## src/rtl/sram_ctrl_pkg.sv

```systemverilog
`timescale 1ns/100ps
package sram_ctrl_pkg;

    typedef enum logic [2:0] {
        ST_IDLE,
        ST_READ,
        ST_RREL,
        ST_WSETUP,
        ST_WPULSE,
        ST_WHOLD,
        ST_SLEEP,
        ST_WAKE
    } ctrl_state_t;

    // Round a nanosecond interval up to whole clock cycles.
    function automatic int ns2cyc(input int ns, input int clk_ns);
        return (ns + clk_ns - 1) / clk_ns;
    endfunction

    function automatic int imax(input int a, input int b);
        return (a > b) ? a : b;
    endfunction

endpackage

```

## src/rtl/sram_ctrl_timer.sv

```systemverilog
`timescale 1ns/100ps
// Down counter: load sets the remaining count, done when it reaches zero.
module sram_ctrl_timer #(
    parameter int W = 5
) (
    input  logic         clk,
    input  logic         rst_n,
    input  logic         load,
    input  logic [W-1:0] load_val,
    output logic [W-1:0] cnt,
    output logic         done
);

    always_ff @(posedge clk) begin
        if (!rst_n) begin
            cnt <= '0;
        end else if (load) begin
            cnt <= load_val;
        end else if (cnt != '0) begin
            cnt <= cnt - 1'b1;
        end
    end

    assign done = (cnt == '0);

endmodule

```

## src/rtl/sram_ctrl_capture.sv

```systemverilog
`timescale 1ns/100ps
// Registers the sampled read byte and raises a one-cycle strobe.
module sram_ctrl_capture #(
    parameter int DW = 8
) (
    input  logic          clk,
    input  logic          rst_n,
    input  logic          capture,
    input  logic [DW-1:0] din,
    output logic [DW-1:0] dout,
    output logic          strobe
);

    always_ff @(posedge clk) begin
        if (!rst_n) begin
            dout   <= '0;
            strobe <= 1'b0;
        end else begin
            strobe <= capture;
            if (capture) begin
                dout <= din;
            end
        end
    end

endmodule

```

## src/rtl/sram_ctrl.sv

```systemverilog
`timescale 1ns/100ps
module sram_ctrl
    import sram_ctrl_pkg::*;
#(
    parameter int CLK_NS = 4,
    parameter int AW     = 18,
    parameter int DW     = 8,
    parameter int T_RC   = 70,   // read cycle
    parameter int T_AA   = 70,   // address access
    parameter int T_DOE  = 35,   // output-enable access
    parameter int T_OHZ  = 25,   // bus release after output enable rises
    parameter int T_WHZ  = 33,   // bus release after write enable falls
    parameter int T_WP   = 60,   // write pulse
    parameter int T_WC   = 70,   // write cycle
    parameter int T_AW   = 65,   // address setup to write end
    parameter int T_DW   = 30    // data setup to write end
) (
    input  logic          clk,
    input  logic          rst_n,
    input  logic          sleep_req,
    input  logic          req_valid,
    output logic          req_ready,
    input  logic          req_write,
    input  logic [AW-1:0] req_addr,
    input  logic [DW-1:0] req_wdata,
    output logic          rsp_valid,
    output logic [DW-1:0] rsp_rdata,
    output logic [AW-1:0] mem_addr,
    output logic          mem_ce1_n,
    output logic          mem_ce2,
    output logic          mem_oe_n,
    output logic          mem_we_n,
    output logic [DW-1:0] mem_dq_out,
    output logic          mem_dq_oe,
    input  logic [DW-1:0] mem_dq_in
);

    localparam int C_RD    = imax(ns2cyc(T_AA, CLK_NS), ns2cyc(T_DOE, CLK_NS));
    localparam int C_RREL  = imax(imax(ns2cyc(T_OHZ, CLK_NS), ns2cyc(T_RC, CLK_NS) - C_RD), 1);
    localparam int C_WHZ   = ns2cyc(T_WHZ, CLK_NS);
    localparam int C_PULSE = imax(imax(ns2cyc(T_WP, CLK_NS), C_WHZ + ns2cyc(T_DW, CLK_NS)),
                                  imax(ns2cyc(T_AW, CLK_NS) - 1, ns2cyc(T_WC, CLK_NS) - 2));
    localparam int C_DRIVE = C_PULSE - C_WHZ;
    localparam int C_WAKE  = imax(ns2cyc(T_RC, CLK_NS), 1);
    localparam int C_MAX   = imax(imax(C_RD, C_RREL), imax(C_PULSE, C_WAKE));
    localparam int TW      = $clog2(C_MAX + 1);

    // A period longer than the shortest setup window leaves no room for the guard cycles.
    if (CLK_NS < 1 || CLK_NS > T_DW) begin : g_bad_clk
        $error("sram_ctrl: CLK_NS out of range");
    end

    ctrl_state_t    state, nstate;
    logic [AW-1:0]  addr_q;
    logic [DW-1:0]  wdata_q;
    logic           accept;
    logic           tmr_load;
    logic [TW-1:0]  tmr_val;
    logic [TW-1:0]  tmr_cnt;
    logic           tmr_done;
    logic           rd_capture;

    assign req_ready  = (state == ST_IDLE) && !sleep_req;
    assign accept     = req_valid && req_ready;
    assign mem_addr   = addr_q;
    assign mem_dq_out = wdata_q;

    // State register and request capture.
    always_ff @(posedge clk) begin
        if (!rst_n) begin
            state   <= ST_IDLE;
            addr_q  <= '0;
            wdata_q <= '0;
        end else begin
            state <= nstate;
            if (accept) begin
                addr_q  <= req_addr;
                wdata_q <= req_wdata;
            end
        end
    end

    // Transitions and timer loads.
    always_comb begin
        nstate     = state;
        tmr_load   = 1'b0;
        tmr_val    = '0;
        rd_capture = 1'b0;
        unique case (state)
            ST_IDLE: begin
                if (sleep_req) begin
                    nstate = ST_SLEEP;
                end else if (req_valid) begin
                    tmr_load = 1'b1;
                    if (req_write) begin
                        nstate = ST_WSETUP;
                    end else begin
                        nstate  = ST_READ;
                        tmr_val = TW'(C_RD - 1);
                    end
                end
            end
            ST_READ: begin
                if (tmr_done) begin
                    nstate     = ST_RREL;
                    rd_capture = 1'b1;
                    tmr_load   = 1'b1;
                    tmr_val    = TW'(C_RREL - 1);
                end
            end
            ST_RREL: begin
                if (tmr_done) nstate = ST_IDLE;
            end
            ST_WSETUP: begin
                nstate   = ST_WPULSE;
                tmr_load = 1'b1;
                tmr_val  = TW'(C_PULSE - 1);
            end
            ST_WPULSE: begin
                if (tmr_done) nstate = ST_WHOLD;
            end
            ST_WHOLD: begin
                nstate = ST_IDLE;
            end
            ST_SLEEP: begin
                if (!sleep_req) begin
                    nstate   = ST_WAKE;
                    tmr_load = 1'b1;
                    tmr_val  = TW'(C_WAKE - 1);
                end
            end
            ST_WAKE: begin
                if (tmr_done) nstate = ST_IDLE;
            end
            default: nstate = ST_IDLE;
        endcase
    end

    // Memory strobes decoded from the state register.
    always_comb begin
        mem_ce1_n = 1'b1;
        mem_ce2   = 1'b1;
        mem_oe_n  = 1'b1;
        mem_we_n  = 1'b1;
        mem_dq_oe = 1'b0;
        unique case (state)
            ST_READ: begin
                mem_ce1_n = 1'b0;
                mem_oe_n  = 1'b0;
            end
            ST_WSETUP: begin
                mem_ce1_n = 1'b0;
            end
            ST_WPULSE: begin
                mem_ce1_n = 1'b0;
                mem_we_n  = 1'b0;
                mem_dq_oe = (tmr_cnt < TW'(C_DRIVE));
            end
            ST_WHOLD: begin
                mem_ce1_n = 1'b0;
                mem_dq_oe = 1'b1;
            end
            ST_SLEEP: begin
                mem_ce2 = 1'b0;
            end
            ST_IDLE, ST_RREL, ST_WAKE: begin
            end
            default: begin
            end
        endcase
    end

    sram_ctrl_timer #(.W(TW)) u_timer (
        .clk      (clk),
        .rst_n    (rst_n),
        .load     (tmr_load),
        .load_val (tmr_val),
        .cnt      (tmr_cnt),
        .done     (tmr_done)
    );

    sram_ctrl_capture #(.DW(DW)) u_capture (
        .clk     (clk),
        .rst_n   (rst_n),
        .capture (rd_capture),
        .din     (mem_dq_in),
        .dout    (rsp_rdata),
        .strobe  (rsp_valid)
    );

endmodule

```

## config.mk

```make
export PLATFORM = sky130hd
export DESIGN_NAME = sram_ctrl
export DESIGN_NICKNAME = d
export VERILOG_FILES = /design/src/rtl/sram_ctrl_pkg.sv /design/src/rtl/sram_ctrl_timer.sv /design/src/rtl/sram_ctrl_capture.sv /design/src/rtl/sram_ctrl.sv
export SDC_FILE = /design/constraint.sdc
export NUM_CORES = 1
export LEC_CHECK = 0
export ABC_CLOCK_PERIOD_IN_PS = 2050
export BUFFER_PORTS_ARGS = -buffer_cell sky130_fd_sc_hd__buf_2
export CORE_ASPECT_RATIO = 2
export CORE_MARGIN = 2
export CORE_UTILIZATION = 42
export CTS_CLUSTER_SIZE = 25
export DETAILED_ROUTE_END_ITERATION = 8
export GPL_TIMING_DRIVEN = 0
export HOLD_SLACK_MARGIN = 0.06
export PLACE_DENSITY_LB_ADDON = 0.3
export SKIP_LAST_GASP = 1
export SLEW_MARGIN = 20
export SYNTH_ARGS = -nofsm -noshare
export SYNTH_HDL_FRONTEND = slang
export SYNTH_SLANG_ARGS = --single-unit
```

## constraint.sdc

```tcl
create_clock -name clk -period 2.05 [get_ports clk]
set_clock_uncertainty 0.05 [all_clocks]
set_input_delay 0.41 -clock clk [delete_from_list [all_inputs] [get_ports clk]]
set_output_delay 0.41 -clock clk [all_outputs]
set_load 0.01 [all_outputs]
```

==> impl_metrics.prom <==
# TYPE chip_impl_metric gauge
chip_impl_info{name="most_crowded_layer_after_global_routing",value="met2"} 1
chip_impl_metric{name="fin_crit",unit="ns"} 1.98
chip_impl_metric{name="num_vias",unit=""} 1789
chip_impl_metric{name="die_y",unit="um"} 97.2
chip_impl_metric{name="fmax",unit="GHz"} 0.505
chip_impl_metric{name="crit_path_max_fanout",unit=""} 10
chip_impl_metric{name="synthesis.area",unit="mm^2"} 0.00182
chip_impl_metric{name="detailed_place.area",unit="mm^2"} 0.00228
chip_impl_metric{name="start_util",unit="%"} 42.9
chip_impl_info{name="clock_tree_from_tritoncts",value="built"} 1
chip_impl_metric{name="max_slew.worst_pin.slew",unit="ns"} 0.449
chip_impl_metric{name="design_area",unit="mm^2"} 0.00237
chip_impl_metric{name="synth.avg_cell_area",unit="um^2"} 8.14
chip_impl_metric{name="final-instance-count-excl-fill",unit=""} 362
chip_impl_metric{name="seqPwrFrac",unit="%"} 38.7
chip_impl_metric{name="core_area",unit="mm^2"} 0.00425
chip_impl_metric{name="clk_pin_slew_worst_paths",unit="ns"} 0.08
chip_impl_info{name="cts.root.buffer_cell",value="sky130_fd_sc_hd__clkbuf_8"} 1
chip_impl_metric{name="number_of_diodes_added_for_antenna_fixing",unit=""} 0
chip_impl_metric{name="n_fill_cell",unit=""} 414
chip_impl_metric{name="routed_wire_length",unit="um"} 4180
chip_impl_metric{name="multi_input_area",unit="um^2"} 880
chip_impl_metric{name="ioPinCount",unit=""} 80
chip_impl_metric{name="use_met2",unit="%"} 28.8
chip_impl_metric{name="vdd_drop_max",unit="mV"} 0.752
chip_impl_metric{name="critical_path_arrival",unit="ns"} 1.52
chip_impl_metric{name="worst_skew_pair_latency",unit="ns"} 0.29
chip_impl_metric{name="power_switching",unit="mW"} 1.05
chip_impl_metric{name="power.switching_fraction",unit="%"} 37.8
chip_impl_metric{name="antenna_violating_nets_post_route",unit=""} 0
chip_impl_metric{name="setup-violations-final",unit=""} 0
chip_impl_metric{name="crit_required",unit="ns"} 1.59
chip_impl_metric{name="fp-row-count",unit=""} 34
chip_impl_metric{name="grt.overflow.total",unit=""} 0
chip_impl_metric{name="antenna_found_initial",unit=""} 0
chip_impl_metric{name="dpl.hpwl",unit="um"} 3180
chip_impl_metric{name="final_min_period_over_clock_period",unit="%"} 96.6
chip_impl_metric{name="dieArea",unit="mm^2"} 0.00492
chip_impl_metric{name="cell_internal_pwr",unit="mW"} 1.72
chip_impl_metric{name="drt_iter0_drc",unit=""} 32
chip_impl_info{name="worst_setup_path_start_kind",value="flop"} 1
chip_impl_info{name="crit_type",value="reg -> out"} 1
chip_impl_metric{name="postSynthCellCount",unit=""} 224
chip_impl_info{name="synth_top_cell_by_area",value="sky130_fd_sc_hd__dfxtp_1"} 1
chip_impl_metric{name="routedWlPerCell",unit="um"} 11.6
chip_impl_metric{name="cts_made_buffers",unit=""} 5
chip_impl_metric{name="cap_violations",unit=""} 0
chip_impl_metric{name="port-buffer-count",unit=""} 78
chip_impl_metric{name="timing_hold_violations_final",unit=""} 0
chip_impl_info{name="yosys-top-cells-area",value="sky130_fd_sc_hd__dfxtp_1 (47%), sky130_fd_sc_hd__nand2_1 (12%), sky130_fd_sc_hd__a21oi_1 (8.8%)"} 1
chip_impl_metric{name="synth_top_area_share",unit="%"} 47.2
chip_impl_metric{name="global_route.usage.met1",unit="%"} 20.3
chip_impl_info{name="unrepaired_setup_endpoints_after_global_routing",value="true"} 1
chip_impl_metric{name="synth_sequential_area_ratio",unit="%"} 47.2
chip_impl_metric{name="final_layout_size_suffix_gt1_share",unit="%"} 31.5
chip_impl_metric{name="number_of_global_route_vias_before_repair",unit=""} 1602
chip_impl_metric{name="global_route_wire_length_before_repair",unit="um"} 6770
chip_impl_metric{name="cts.path.max_buffers",unit=""} 2
chip_impl_metric{name="yosys_warnings",unit=""} 0
chip_impl_metric{name="cts_htree_levels",unit=""} 2
chip_impl_info{name="run_status",value="completed"} 1
chip_impl_metric{name="route.detailed.drc",unit=""} 0
chip_impl_metric{name="power_density",unit="mW/mm^2"} 1170
chip_impl_metric{name="dp.cells",unit=""} 356
chip_impl_metric{name="postCtsHoldBufs",unit=""} 0
chip_impl_metric{name="gpl.final_weighted_congestion",unit=""} 0.937
chip_impl_metric{name="cts_num_sinks",unit=""} 43
chip_impl_metric{name="post_drt_via_cell_ratio",unit=""} 4.94
chip_impl_metric{name="synthesized_flop_and_latch_total",unit=""} 43
chip_impl_metric{name="grt_usage",unit="%"} 17.6
chip_impl_metric{name="clkPwrFrac",unit="%"} 18.0
chip_impl_metric{name="power_frac_comb",unit="%"} 43.3
chip_impl_metric{name="maximum_number_of_pins_on_one_net_before_global_route_repair",unit=""} 13
chip_impl_metric{name="grt_use_met3",unit="%"} 5.69
chip_impl_metric{name="relSlewSlack",unit="%"} 70.1
chip_impl_metric{name="area.sequential",unit="um^2"} 861
chip_impl_metric{name="drt_pre_antenna_iters",unit=""} 4
chip_impl_metric{name="timing_max_transition_violations_final",unit=""} 0
chip_impl_metric{name="synth_nets",unit=""} 264
chip_impl_info{name="setup.worst_path.end_class",value="output port"} 1
chip_impl_metric{name="die_width",unit="um"} 50.6
chip_impl_metric{name="nNetsFinal",unit=""} 349
chip_impl_metric{name="total_leakage_power",unit="nW"} 1.12
chip_impl_metric{name="synthToLayoutAreaGrowth",unit="%"} 30.1
chip_impl_info{name="timing.hold.worst.class",value="in -> reg"} 1
chip_impl_metric{name="count_of_unique_library_cells_instantiated_by_yosys",unit=""} 37
flip-flops by register name, indices dropped and copies added, names as in the netlist:
name,count
mem_addr,18
mem_dq_out,8
u_capture.dout,8
u_timer.cnt,5
state,3
u_capture.strobe,1
layer usage:
| metal | vias up | routed length (um) |
|---|---|---|
| li1 | 920 | - |
| met1 | 784 | 1810 |
| met2 | 75 | 1900 |
| met3 | 10 | 376 |
| met4 | 0 | 97 |
| met5 | - | 0 |
layout by cell type (no fill, tap or decap):
| cell type | Yosys | final |
|---|---|---|
| sky130_fd_sc_hd__buf_2 | 5 | 82 |
| sky130_fd_sc_hd__nand2_1 | 60 | 60 |
| sky130_fd_sc_hd__dfxtp_1 | 43 | 43 |
| sky130_fd_sc_hd__a21oi_1 | 32 | 32 |
| sky130_fd_sc_hd__nor2_1 | 20 | 20 |
| sky130_fd_sc_hd__mux2i_1 | 9 | 9 |
| sky130_fd_sc_hd__clkbuf_1 | 8 | 8 |
| sky130_fd_sc_hd__clkbuf_8 | 0 | 5 |
| sky130_fd_sc_hd__inv_1 | 4 | 4 |
| sky130_fd_sc_hd__nor3_1 | 4 | 4 |
| sky130_fd_sc_hd__buf_4 | 3 | 3 |
| sky130_fd_sc_hd__nand3_1 | 3 | 3 |
| sky130_fd_sc_hd__o21a_1 | 2 | 2 |
| sky130_fd_sc_hd__nand2b_1 | 2 | 2 |
| sky130_fd_sc_hd__o22ai_1 | 2 | 2 |
| sky130_fd_sc_hd__xor2_1 | 2 | 2 |
| sky130_fd_sc_hd__o31ai_1 | 2 | 2 |
| sky130_fd_sc_hd__a31oi_1 | 2 | 2 |
| sky130_fd_sc_hd__o211ai_1 | 2 | 2 |
| sky130_fd_sc_hd__clkbuf_4 | 0 | 1 |
| sky130_fd_sc_hd__or3_1 | 1 | 1 |
| sky130_fd_sc_hd__or2_2 | 1 | 1 |
| sky130_fd_sc_hd__or2_1 | 1 | 1 |
| sky130_fd_sc_hd__buf_1 | 1 | 1 |
| sky130_fd_sc_hd__nor4b_4 | 1 | 1 |
| sky130_fd_sc_hd__or4b_1 | 1 | 1 |
| sky130_fd_sc_hd__and4_1 | 1 | 1 |
| sky130_fd_sc_hd__xnor2_1 | 1 | 1 |
| sky130_fd_sc_hd__or4_1 | 1 | 1 |
| sky130_fd_sc_hd__o2111a_1 | 1 | 1 |
| sky130_fd_sc_hd__a211oi_2 | 1 | 1 |
| sky130_fd_sc_hd__o41ai_2 | 1 | 1 |
| sky130_fd_sc_hd__a221o_1 | 1 | 1 |
| sky130_fd_sc_hd__o211a_1 | 1 | 1 |
| sky130_fd_sc_hd__nor3b_1 | 1 | 1 |
| sky130_fd_sc_hd__o2bb2ai_1 | 1 | 1 |
| sky130_fd_sc_hd__nor4_1 | 1 | 1 |
| sky130_fd_sc_hd__a311oi_1 | 1 | 1 |
| sky130_fd_sc_hd__ha_4 | 0 | 1 |
| sky130_fd_sc_hd__clkinvlp_4 | 0 | 1 |
worst paths after layout:
path	startpoint	to	slack, ns	depth (start not counted)
hold reg to reg	mem_addr[9]	mem_addr[9]	0.40	2
hold / removal	req_wdata[4]	mem_dq_out[4]	0.30	3
setup reg to reg	u_timer.cnt[0]	state[0]	0.14	7
setup / recovery	state[2]	mem_we_n	0.07	4
area by class of cell:
cell class                      count  share of cell area [%]
Buffer                             17                    3.53
Clock buffer                        5                    2.90
Clock inverter                      1                   0.316
Inverter                            4                   0.633
Multi-Input combinational cell    160                    37.1
Sequential cell                    43                    36.3
Tap cell                           54                    2.85
Timing Repair Buffer               78                    16.4
per-stage QoR:
stage | worst slack [ns] | setup TNS [ns] | total power, mW | util, % | hold slack [ns]
global route | -0.00551 | -0.00551 | 2.96 | 55.8 | 0.284
global placement | 0.162 | 0 | 2.22 | 53.6 | 0.388
CTS | 0.0493 | 0 | 2.76 | 55.4 | 0.290
finish | 0.0697 | 0 | 2.77 | 55.8 | 0.295
detailed placement | 0.138 | 0 | 2.26 | 53.6 | 0.396
floorplan | 0.268 | 0 | 1.93 | - | 0.431
Yosys cell counts:
| master | count |
|---|---|
| sky130_fd_sc_hd__nand2_1 | 60 |
| sky130_fd_sc_hd__a31oi_1 | 2 |
| sky130_fd_sc_hd__o21a_1 | 2 |
| sky130_fd_sc_hd__or4_1 | 1 |
| sky130_fd_sc_hd__ha_1 | 1 |
| sky130_fd_sc_hd__o211ai_1 | 2 |
| sky130_fd_sc_hd__xor2_1 | 2 |
| sky130_fd_sc_hd__or2_1 | 1 |
| sky130_fd_sc_hd__buf_4 | 3 |
| sky130_fd_sc_hd__o31ai_1 | 2 |
| sky130_fd_sc_hd__nor3b_1 | 1 |
| sky130_fd_sc_hd__or3_1 | 1 |
| sky130_fd_sc_hd__or2_2 | 1 |
| sky130_fd_sc_hd__o2111a_1 | 1 |
| sky130_fd_sc_hd__o2bb2ai_1 | 1 |
| sky130_fd_sc_hd__xnor2_1 | 1 |
| sky130_fd_sc_hd__a21oi_1 | 32 |
| sky130_fd_sc_hd__clkbuf_1 | 8 |
| sky130_fd_sc_hd__a311oi_1 | 1 |
| sky130_fd_sc_hd__nand2b_1 | 2 |
| sky130_fd_sc_hd__or4b_1 | 1 |
| sky130_fd_sc_hd__nor2_1 | 20 |
| sky130_fd_sc_hd__nor4_1 | 1 |
| sky130_fd_sc_hd__a221o_1 | 1 |
| sky130_fd_sc_hd__inv_1 | 4 |
| sky130_fd_sc_hd__nor3_1 | 4 |
| sky130_fd_sc_hd__buf_2 | 5 |
| sky130_fd_sc_hd__o41ai_2 | 1 |
| sky130_fd_sc_hd__mux2i_1 | 9 |
| sky130_fd_sc_hd__buf_1 | 1 |
| sky130_fd_sc_hd__o22ai_1 | 2 |
| sky130_fd_sc_hd__a211oi_2 | 1 |
| sky130_fd_sc_hd__nand3_1 | 3 |
| sky130_fd_sc_hd__nor4b_4 | 1 |
| sky130_fd_sc_hd__and4_1 | 1 |
| sky130_fd_sc_hd__dfxtp_1 | 43 |
| sky130_fd_sc_hd__o211a_1 | 1 |
critical path, stage by stage (launching register included):
cell	delay [ns]
sky130_fd_sc_hd__dfxtp_1	0.38
sky130_fd_sc_hd__clkbuf_4	0.22
sky130_fd_sc_hd__inv_1	0.12
sky130_fd_sc_hd__or3_1	0.37
sky130_fd_sc_hd__buf_2	0.14
power by group through the flow:
stage          clock (mW)  sequential, mW  combinational, mW
3_5_place_dp            0            1.09               1.17
6_report            0.498            1.07               1.20
4_1_cts             0.510            1.07               1.17
2_1_floorplan           0            1.11              0.815
3_3_place_gp            0            1.08               1.14
5_1_grt             0.541            1.09               1.33
cell families (layout without fill, tap and decap cells):
logic type	count (synthesis)	in the layout	share of synthesized area [%]
XOR/XNOR	3	3	1.44
adder cells (fa/ha/maj)	1	1	0.686
flip-flops	43	43	47.2
buffers and inverters	21	105	5.28
AO/OA/AOI/OAI	49	49	16.9
multiplexers	9	9	4.94
AND/OR/NAND/NOR	98	98	23.6
what timing repair did:
item | in CTS | in global routing
setup buffers | 0 | 0
gates resized for setup | 0 | 3
setup endpoints to repair | 0 | 2
Note: power is estimated with default switching activity, not from simulation.
